**src/rtl/fsg_pkg.sv**
```systemverilog
package fsg_pkg;

    typedef enum logic [1:0] {
        ST_IDLE     = 2'd0,
        ST_RUN      = 2'd1,
        ST_RUN_BOOT = 2'd2,
        ST_ABORT    = 2'd3
    } fsg_state_e;

    typedef enum logic [2:0] {
        ERR_NONE        = 3'd0,
        ERR_SUPPLY_LOW  = 3'd1,
        ERR_BOOT_LOCKED = 3'd2,
        ERR_PROG_ABORT  = 3'd3,
        ERR_ERASE_ABORT = 3'd4
    } fsg_err_e;

endpackage

```
**src/rtl/fsg_addr_norm.sv**
```systemverilog
// Strips the byte lane bit and folds a top-boot layout onto the bottom-boot one.
module fsg_addr_norm #(
    parameter int ADDR_W   = 19,
    parameter bit TOP_BOOT = 1'b0
) (
    input  logic              byte_mode,
    input  logic [ADDR_W:0]   addr_in,
    output logic [ADDR_W-1:0] norm_addr
);
    logic [ADDR_W-1:0] word_addr;

    assign word_addr = byte_mode ? addr_in[ADDR_W:1] : addr_in[ADDR_W-1:0];

    generate
        if (TOP_BOOT) begin : g_mirror
            assign norm_addr = ~word_addr;
        end else begin : g_direct
            assign norm_addr = word_addr;
        end
    endgenerate
endmodule

```
**src/rtl/fsg_block_map.sv**
```systemverilog
// Decodes a normalised (boot-at-zero) address into block index and real bounds.
module fsg_block_map #(
    parameter int ADDR_W   = 19,
    parameter bit TOP_BOOT = 1'b0,
    parameter int IDX_W    = 4
) (
    input  logic [ADDR_W-1:0] norm_addr,
    output logic [IDX_W-1:0]  idx,
    output logic              is_boot,
    output logic [ADDR_W-1:0] base,
    output logic [ADDR_W-1:0] last
);
    localparam int BIG_SH  = 16;
    localparam int UNIT_SH = 12;
    localparam int HI_W    = ADDR_W - BIG_SH;

    logic [HI_W-1:0]   hi;
    logic [3:0]        unit;
    logic [ADDR_W-1:0] nbase, nlast;

    assign hi   = norm_addr[ADDR_W-1:BIG_SH];
    assign unit = norm_addr[BIG_SH-1:UNIT_SH];

    always_comb begin
        if (hi != '0) begin
            idx   = IDX_W'(hi) + IDX_W'(3);
            nbase = {hi, {BIG_SH{1'b0}}};
            nlast = {hi, {BIG_SH{1'b1}}};
        end else if (unit < 4'd2) begin
            idx   = IDX_W'(0);
            nbase = ADDR_W'(20'h00000);
            nlast = ADDR_W'(20'h01FFF);
        end else if (unit == 4'd2) begin
            idx   = IDX_W'(1);
            nbase = ADDR_W'(20'h02000);
            nlast = ADDR_W'(20'h02FFF);
        end else if (unit == 4'd3) begin
            idx   = IDX_W'(2);
            nbase = ADDR_W'(20'h03000);
            nlast = ADDR_W'(20'h03FFF);
        end else begin
            idx   = IDX_W'(3);
            nbase = ADDR_W'(20'h04000);
            nlast = ADDR_W'(20'h0FFFF);
        end
    end

    assign is_boot = (idx == '0);

    generate
        if (TOP_BOOT) begin : g_unfold
            assign base = ~nlast;
            assign last = ~nbase;
        end else begin : g_plain
            assign base = nbase;
            assign last = nlast;
        end
    endgenerate
endmodule

```
**src/rtl/fsg_policy.sv**
```systemverilog
// Permission decision for a freshly sampled command.
module fsg_policy (
    input  logic           is_boot,
    input  logic           wp_high,
    input  logic           rp_unlock,
    input  logic           vpp_ok,
    output logic           permit,
    output fsg_pkg::fsg_err_e why
);
    import fsg_pkg::*;

    always_comb begin
        if (!vpp_ok) begin
            why = ERR_SUPPLY_LOW;
        end else if (is_boot && !(wp_high || rp_unlock)) begin
            why = ERR_BOOT_LOCKED;
        end else begin
            why = ERR_NONE;
        end
    end

    assign permit = (why == ERR_NONE);
endmodule

```
**src/rtl/flash_sector_guard.sv**
```systemverilog
module flash_sector_guard #(
    parameter int ADDR_W   = 19,
    parameter bit TOP_BOOT = 1'b0,
    parameter int NUM_BLK  = 4 + (2 ** (ADDR_W - 16)) - 1,
    parameter int IDX_W    = $clog2(NUM_BLK)
) (
    input  logic              clk,
    input  logic              rst_n,
    input  logic              cmd_valid,
    input  logic              cmd_is_erase,
    input  logic              byte_mode,
    input  logic [ADDR_W:0]   addr_in,
    input  logic              wp_high,
    input  logic              rp_unlock,
    input  logic              vpp_ok,
    input  logic              op_done,
    output logic              grant,
    output logic              fail,
    output logic [2:0]        err_code,
    output logic              busy,
    output logic [IDX_W-1:0]  blk_idx,
    output logic [ADDR_W-1:0] blk_base,
    output logic [ADDR_W-1:0] blk_end
);
    import fsg_pkg::*;

    fsg_state_e        state_q, state_d;
    logic [ADDR_W-1:0] norm_addr;
    logic [IDX_W-1:0]  map_idx;
    logic              map_boot;
    logic [ADDR_W-1:0] map_base, map_last;
    logic              permit;
    fsg_err_e          why;
    fsg_err_e          err_q;
    logic              op_erase_q;
    logic              unlock;

    assign unlock = wp_high || rp_unlock;

    fsg_addr_norm #(.ADDR_W(ADDR_W), .TOP_BOOT(TOP_BOOT)) u_norm (
        .byte_mode (byte_mode),
        .addr_in   (addr_in),
        .norm_addr (norm_addr)
    );

    fsg_block_map #(.ADDR_W(ADDR_W), .TOP_BOOT(TOP_BOOT), .IDX_W(IDX_W)) u_map (
        .norm_addr (norm_addr),
        .idx       (map_idx),
        .is_boot   (map_boot),
        .base      (map_base),
        .last      (map_last)
    );

    fsg_policy u_pol (
        .is_boot   (map_boot),
        .wp_high   (wp_high),
        .rp_unlock (rp_unlock),
        .vpp_ok    (vpp_ok),
        .permit    (permit),
        .why       (why)
    );

    // next state
    always_comb begin
        state_d = state_q;
        unique case (state_q)
            ST_IDLE: begin
                if (cmd_valid && permit) begin
                    state_d = map_boot ? ST_RUN_BOOT : ST_RUN;
                end
            end
            ST_RUN: begin
                if (op_done) state_d = ST_IDLE;
            end
            ST_RUN_BOOT: begin
                if (!unlock)      state_d = ST_ABORT;
                else if (op_done) state_d = ST_IDLE;
            end
            ST_ABORT: state_d = ST_IDLE;
        endcase
    end

    // state register
    always_ff @(posedge clk) begin
        if (!rst_n) state_q <= ST_IDLE;
        else        state_q <= state_d;
    end

    // registered outputs
    always_ff @(posedge clk) begin
        if (!rst_n) begin
            grant      <= 1'b0;
            fail       <= 1'b0;
            err_q      <= ERR_NONE;
            op_erase_q <= 1'b0;
            blk_idx    <= '0;
            blk_base   <= '0;
            blk_end    <= '0;
        end else begin
            grant <= 1'b0;
            fail  <= 1'b0;
            unique case (state_q)
                ST_IDLE: begin
                    if (cmd_valid) begin
                        blk_idx    <= map_idx;
                        blk_base   <= map_base;
                        blk_end    <= map_last;
                        op_erase_q <= cmd_is_erase;
                        err_q      <= why;
                        grant      <= permit;
                        fail       <= !permit;
                    end
                end
                ST_RUN_BOOT: begin
                    if (!unlock) begin
                        fail  <= 1'b1;
                        err_q <= op_erase_q ? ERR_ERASE_ABORT : ERR_PROG_ABORT;
                    end
                end
                ST_RUN, ST_ABORT: begin
                end
            endcase
        end
    end

    assign err_code = err_q;
    assign busy     = (state_q != ST_IDLE);
endmodule

```
**config.mk**
```make
export PLATFORM = sky130hd
export DESIGN_NAME = flash_sector_guard
export DESIGN_NICKNAME = d
export VERILOG_FILES = /design/src/rtl/fsg_pkg.sv /design/src/rtl/fsg_addr_norm.sv /design/src/rtl/fsg_block_map.sv /design/src/rtl/fsg_policy.sv /design/src/rtl/flash_sector_guard.sv
export SDC_FILE = /design/constraint.sdc
export NUM_CORES = 1
export LEC_CHECK = 0
export BUFFER_PORTS_ARGS = -buffer_cell sky130_fd_sc_hd__buf_2
export CELL_PAD_IN_SITES_DETAIL_PLACEMENT = 1
export CELL_PAD_IN_SITES_GLOBAL_PLACEMENT = 1
export CORE_MARGIN = 10
export CORE_UTILIZATION = 30
export DETAILED_ROUTE_END_ITERATION = 8
export GPL_ROUTABILITY_DRIVEN = 0
export PLACE_DENSITY = 0.88
export SLEW_MARGIN = 5
export SYNTH_ARGS = -nofsm -noshare
export SYNTH_HDL_FRONTEND = slang
export SYNTH_SLANG_ARGS = --single-unit
```
**constraint.sdc**
```tcl
create_clock -name clk -period 2.7 [get_ports clk]
set_input_delay 0.27 -clock clk [delete_from_list [all_inputs] [get_ports clk]]
set_output_delay 0.27 -clock clk [all_outputs]
set_load 0.05 [all_outputs]
```
==> results by group, run 1 <==
Die
  – Starting density of the core: 30.9%
  – I/O pin count: 77
  – Die boundary width: 86.9 µm
  – Number of placement rows: 24
  – Floorplan Core Area: 4350 µm²
  – Die Outline Area: 7560 µm²
  – DIE HEIGHT: 86.9 µm

Finish
  – Final layout net count: 229
  – Layout fillers: 549
  – Layout overhead on the synthesized area: 14.2%
  – Share of final-layout standard cells stronger than drive strength 1: 31.1%
  – Diodes inserted: 0

Clock network
  – Clk_lat worst skew: 0.26 ns
  – CTS buffer count: 3
  – Clock root buffer master: sky130_fd_sc_hd__clkbuf_8
  – Number of H-tree levels: 1
  – Number of buffers inserted to repair setup after CTS: 0
  – Clock tree from TritonCTS: done
  – Number of buffers between clock root and the deepest sink: 2
  – Clock sink count: 22
  – Clock transition at the register clock pins on the worst setup and hold paths after CTS: 0.08 ns
  – Number of hold-repair buffers added at the cts stage: 0
  – Resized Gates After CTS: 0

Placed design
  – DP HPWL: 3.03 mm
  – Total of buffers placed on input and output ports: 51

Route
  – Number of DRC violations after detailed-routing iteration 0: 40
  – Post-Route WL: 3.73 mm
  – Routed WL per cell: 15.0 µm
  – Detail Route Antenna Nets: 0
  – Vias post-DR: 1187
  – Number of detailed-route iterations in the first pass: 4
  – DRC: 0
  – Number of vias per cell after detailed routing: 4.79

Global routing
  – Global router's overall resource usage: 9.42%
  – Largest net degree at the start of global routing: 26
  – Global-route wire length before repair: 5.84 mm
  – Grt total ovfl: 0
  – Number of global-route vias before repair: 1209
  – Number of antenna violations at the first check in global routing: 0

Pwr
  – PD cells: 579 nW/µm²
  – Lkg Pwr: 0.777 nW
  – Worst supply voltage drop on vdd: 0.182 mV

Logic synthesis
  – Post-Synthesis Cell Area: 1340 µm²
  – Sequential area share after synthesis: 32.8%
  – Synthesized flop and latch total: 22
  – Fraction of registers with async set or reset after synthesis: 0%
  – Total of warnings raised by yosys: 0
  – Syn_area_per_cell: 8.35 µm²
  – Commonest register cell after synthesis: sky130_fd_sc_hd__dfxtp_1
  – Gate Count Post-Synth: 161
  – Cell variety after synth: 44
  – Post-synth EDFFs: 0

Status
  – Status: finished, final reports clean

Timing
  – Setup violations, final: 0
  – Setup repair after global routing missed its margin: false
  – Fin. max-slew vios: 0
  – Final setup skew: 0.00342 ns
  – Fin crit share: 81.3%
  – Max Clk Rate: 0.456 GHz
  – Worst hold slack across all endpoints: 0.268 ns
  – Fin Setup TNS: 0 ns
  – Final Hold Violating Endpoints: 0
  – Time the worst path needs with I/O delays and setup: 2.19 ns

Setup path
  – Crit start category: primary input
  – Critical Path End Type: flop
  – Crit-path max FO: 11
  – Setup slack of the most critical reg-to-reg path: 1.12 ns
  – Crit path arrival time: 2.40 ns
  – Data required, critical path: 2.90 ns
  – Path type of the worst setup path: in -> reg

Run
  – Number of max-cap violations: 0

Min path
  – Worst Hold Class: in -> reg
layout make-up:
type | count | area (µm²) | area share [%]
clock buffers | 3 | 41.3 | 2.69
inverters | 4 | 15.0 | 0.978
multi-input cells | 114 | 703 | 45.8
flip-flops and latches | 22 | 440 | 28.7
well taps | 52 | 65.1 | 4.24
repair buffers | 53 | 270 | 17.6
power breakdown:
part | internal [mW] | switching, mW
clock | 0.0996 | 0.103
sequential | 0.344 | 0.0139
combinational | 0.0721 | 0.256
total | 0.516 | 0.373
sequential cells by signal, summed over array words and instances (netlist names):
signal / cells
blk_idx: 4
blk_end: 6
state_q: 2
blk_base: 4
op_erase_q: 1
err_code: 3
grant: 1
fail: 1
cells in the mapped netlist, types with 2 or more instances:
cell type / n / area [µm²]
sky130_fd_sc_hd__a211oi_1: 2 / 15.0
sky130_fd_sc_hd__a21boi_0: 2 / 15.0
sky130_fd_sc_hd__a21boi_1: 4 / 30.0
sky130_fd_sc_hd__a21oi_1: 4 / 20.0
sky130_fd_sc_hd__and2_1: 3 / 18.8
sky130_fd_sc_hd__and3_1: 3 / 18.8
sky130_fd_sc_hd__buf_4: 28 / 210
sky130_fd_sc_hd__clkbuf_1: 4 / 15.0
sky130_fd_sc_hd__dfxtp_1: 22 / 440
sky130_fd_sc_hd__ha_1: 2 / 25.0
sky130_fd_sc_hd__inv_1: 4 / 15.0
sky130_fd_sc_hd__mux2i_1: 6 / 60.1
sky130_fd_sc_hd__nand2_1: 20 / 75.1
sky130_fd_sc_hd__nand2b_1: 4 / 25.0
sky130_fd_sc_hd__nand3_1: 3 / 15.0
sky130_fd_sc_hd__nor2_1: 11 / 41.3
sky130_fd_sc_hd__nor2b_1: 3 / 18.8
sky130_fd_sc_hd__nor3b_1: 2 / 15.0
sky130_fd_sc_hd__o211a_1: 3 / 30.0
sky130_fd_sc_hd__o21ai_0: 6 / 30.0
sky130_fd_sc_hd__o22ai_1: 2 / 12.5
path summary, 6_finish.rpt:
check	end	start	cells after the start
max	err_code[1]$_SDFFE_PN0P_	byte_mode	9
min	op_erase_q$_SDFFE_PN0P_	cmd_is_erase	3
max reg2reg	blk_base[13]$_SDFFE_PN0P_	state_q[1]$_SDFFE_PN0P_	5
min reg2reg	blk_idx[0]$_SDFFE_PN0P_	blk_idx[0]$_SDFFE_PN0P_	2
placed cells by master (no fill, tap or decap), types with 2 or more instances in the layout:
cell type	n
sky130_fd_sc_hd__inv_1	4
sky130_fd_sc_hd__ha_1	2
sky130_fd_sc_hd__o211a_1	3
sky130_fd_sc_hd__buf_2	51
sky130_fd_sc_hd__and2_1	3
sky130_fd_sc_hd__o21ai_0	6
sky130_fd_sc_hd__nor3b_1	2
sky130_fd_sc_hd__conb_1	13
sky130_fd_sc_hd__nand2b_1	4
sky130_fd_sc_hd__a21boi_0	2
sky130_fd_sc_hd__a21oi_1	4
sky130_fd_sc_hd__nor2_1	11
sky130_fd_sc_hd__nor2b_1	3
sky130_fd_sc_hd__nand3_1	3
sky130_fd_sc_hd__a21boi_1	4
sky130_fd_sc_hd__a211oi_1	2
sky130_fd_sc_hd__dfxtp_1	22
sky130_fd_sc_hd__mux2i_1	6
sky130_fd_sc_hd__o22ai_1	2
sky130_fd_sc_hd__clkbuf_8	3
sky130_fd_sc_hd__and3_1	3
sky130_fd_sc_hd__buf_4	2
sky130_fd_sc_hd__nand2_1	20
stage by stage:
| step | std cells | setup slack (ns) | cell area, µm² | utilization, % | total power, mW |
|---|---|---|---|---|---|
| after floorplan | 173 | 0.518 | 1390 | - | 0.658 |
| after global placement | 245 | 0.274 | 1490 | 34.3 | 0.690 |
| after detailed placement | 245 | 0.205 | 1490 | 34.3 | 0.696 |
| after CTS | 248 | 0.481 | 1540 | 35.3 | 0.899 |
| after global routing | 248 | 0.252 | 1540 | 35.3 | 0.934 |
| final | 248 | 0.506 | 1540 | 35.3 | 0.889 |
metal layers:
layer	part of all wire [%]	GRT usage (%)	wire length (µm)
met1	41	10.3	1530
met2	50	16.5	1860
met3	8.2	3.56	307
met4	0.88	2.65	33
met5	0	0	0
kinds of logic after synthesis:
| logic type | share of synthesized area (%) |
|---|---|
| AO/OA/AOI/OAI | 18.0 |
| adder cells (fa/ha/maj) | 1.86 |
| buffers and inverters | 18.2 |
| flip-flops | 32.8 |
| multiplexers | 5.31 |
| other | 0.279 |
| AND/OR/NAND/NOR | 23.6 |
worst max-delay path, stage by stage:
cell and delay (ns):
sky130_fd_sc_hd__buf_2 0.20, sky130_fd_sc_hd__mux2i_1 0.33, sky130_fd_sc_hd__ha_1 0.20, sky130_fd_sc_hd__ha_1 0.17
sky130_fd_sc_hd__nand2b_1 0.12, sky130_fd_sc_hd__a211oi_2 0.29, sky130_fd_sc_hd__nor3_1 0.14, sky130_fd_sc_hd__nor4_2 0.43
sky130_fd_sc_hd__a32o_1 0.24
(Power assumes the default switching activity.)
==> run 2, diff against run 1 <==
- CORE_UTILIZATION: 30 -> 27
- PLACE_DENSITY: 0.88 -> 0.84
- clock period: 2.7 -> 1.9 ns (I/O delays scaled with it)
==> run 2 against run 1 <==
Effect of this change:
- clock power rose by 65%
- combinational power increased by 62%
- sequential cell count is the same
- die area increased by 8.5%
- final area grew 15%
- critical endpoint unchanged
- worst setup slack worse by 0.36 ns
- via count is 6.7% higher
- routed wire length is 11% higher
- sequential power grew 42%
==> results by group, run 2 (same netlist as run 1, synthesis figures left out) <==
Finish
  – Layout overhead on the synthesized area: 31.1%
  – Most frequent cells in the layout: 50 x sky130_fd_sc_hd__buf_2, 22 x sky130_fd_sc_hd__dfxtp_1, 20 x sky130_fd_sc_hd__nand2_1
  – Flip-flop count of the largest register after layout: 6
  – Share of final-layout standard cells stronger than drive strength 1: 39.6%
  – Storage cell area: 440 µm²
  – Layout fillers: 605
  – Largest registers: blk_end: 6 flops, blk_base: 4 flops, blk_idx: 4 flops
  – Utilization after layout: 36.8%
  – Multi-input gate area: 774 µm²
  – Diodes inserted: 0
  – Leading cell type in the layout, fill and taps excluded: sky130_fd_sc_hd__buf_2
  – Most flop-heavy register: blk_end
  – Final layout net count: 244

Die
  – DIE HEIGHT: 90.5 µm
  – Die Outline Area: 8200 µm²
  – Floorplan Core Area: 4790 µm²
  – I/O pin count: 77
  – Number of placement rows: 25
  – Starting density of the core: 28.1%
  – Die boundary width: 90.5 µm

Route
  – Number of vias per cell after detailed routing: 4.54
  – Detail Route Antenna Nets: 0
  – Post-Route WL: 4.16 mm
  – Vias post-DR: 1267
  – Number of detailed-route iterations in the first pass: 4
  – Number of DRC violations after detailed-routing iteration 0: 81
  – Routed WL per cell: 14.9 µm
  – DRC: 0

Status
  – Status: finished, final reports clean

Timing
  – Fin crit share: 92.2%
  – Setup violations, final: 0
  – Final setup skew: 0.00271 ns
  – Final Hold Violating Endpoints: 0
  – Fin Setup TNS: 0 ns
  – Time the worst path needs with I/O delays and setup: 1.75 ns
  – Max Clk Rate: 0.571 GHz
  – Worst hold slack across all endpoints: 0.211 ns
  – Fin. max-slew vios: 0
  – Worst Slack Setup Final: 0.148 ns

Clock network
  – Number of H-tree levels: 1
  – Clock root buffer master: sky130_fd_sc_hd__clkbuf_8
  – Clock transition at the register clock pins on the worst setup and hold paths after CTS: 0.08 ns
  – Number of hold-repair buffers added at the cts stage: 0
  – Clock tree from TritonCTS: done
  – Clock sink count: 22
  – Number of buffers between clock root and the deepest sink: 2
  – Clk_lat worst skew: 0.26 ns
  – CTS buffer count: 3

Global routing
  – Largest net degree at the start of global routing: 26
  – Global-route wire length before repair: 6.92 mm
  – Number of global-route vias before repair: 1424
  – Grt total ovfl: 0
  – Number of antenna violations at the first check in global routing: 0
  – Global router's overall resource usage: 9.93%

Setup path
  – Critical Path End Type: flop
  – Path type of the worst setup path: in -> reg
  – Crit-path max FO: 5
  – Crit path arrival time: 1.96 ns
  – Data required, critical path: 2.11 ns
  – Crit start category: primary input

Pwr
  – Worst supply voltage drop on vdd: 0.267 mV
  – PD cells: 780 nW/µm²
  – Lkg Pwr: 0.870 nW

Placed design
  – Worst Setup Slack post-DPL: -0.267 ns
  – Total of buffers placed on input and output ports: 51
  – DP HPWL: 3.44 mm

Min path
  – Worst Hold Class: in -> reg

Run
  – Number of max-cap violations: 0
run 2: cell count changes in the layout (fill, tap and decap cells not counted), sizes merged:
cell    delta
buf       +15
clkbuf     +1
run 2: critical path, stage by stage:
cell and delay [ns]:
sky130_fd_sc_hd__buf_8 0.10, sky130_fd_sc_hd__mux2i_4 0.23, sky130_fd_sc_hd__ha_2 0.21, sky130_fd_sc_hd__ha_4 0.14, sky130_fd_sc_hd__nand2b_4 0.07, sky130_fd_sc_hd__nor4b_4 0.24
sky130_fd_sc_hd__and3b_2 0.26, sky130_fd_sc_hd__nor4_4 0.30, sky130_fd_sc_hd__a32o_1 0.20
run 2: per-layer routing:
layer / up-vias / global-route usage [%] / share of wire [%] / wire, µm
li1: 616 / - / - / -
met2: 45 / 17.4 / 50 / 2070
met1: 604 / 11.1 / 42 / 1740
met3: 2 / 3.49 / 7.7 / 319
met4: 0 / 2.52 / 0.55 / 23
met5: - / 0 / 0 / 0
run 2: stage by stage:
stage | power (mW) | cell area, µm² | instances
finish | 1.37 | 1760 | 279
global route | 1.45 | 1760 | 279
CTS | 1.38 | 1740 | 278
detailed placement | 1.05 | 1680 | 274
global placement | 1.03 | 1680 | 274
floorplan | 0.959 | 1460 | 173
run 2: power by group:
group / internal [mW] / switching, mW / leakage, nW
clock network: 0.185 / 0.150 / 0.0288
logic: 0.145 / 0.386 / 0.660
registers: 0.489 / 0.0198 / 0.181
total: 0.818 / 0.556 / 0.870
run 2: final cells by class:
type | instances | share of cell area (%)
clock buffer | 4 | 3.12
sequential | 22 | 25.0
tap | 67 | 4.76
inverter | 4 | 0.852
timing repair buffer | 68 | 22.3
multi-input combinational | 114 | 44.0
run 2: path summary, 6_finish.rpt:
kind / start / endpoint / slack (ns) / cells after the start
worst max-delay path: byte_mode / err_code[1]$_SDFFE_PN0P_ / 0.15 / 9
worst min-delay path: vpp_ok / grant$_SDFF_PN0_ / 0.21 / 3
worst max register to register: state_q[1]$_SDFFE_PN0P_ / fail$_SDFF_PN0_ / 0.42 / 5
worst min register to register: blk_idx[3]$_SDFFE_PN0P_ / blk_idx[3]$_SDFFE_PN0P_ / 0.45 / 2
run 2: what timing repair did:
item | 4_1_cts | 5_1_grt
buffers inserted | 0 | 1
gates cloned | 0 | 0
pin swaps | 0 | 3
setup endpoints to repair | 1 | 5
resized for setup | 1 | 5
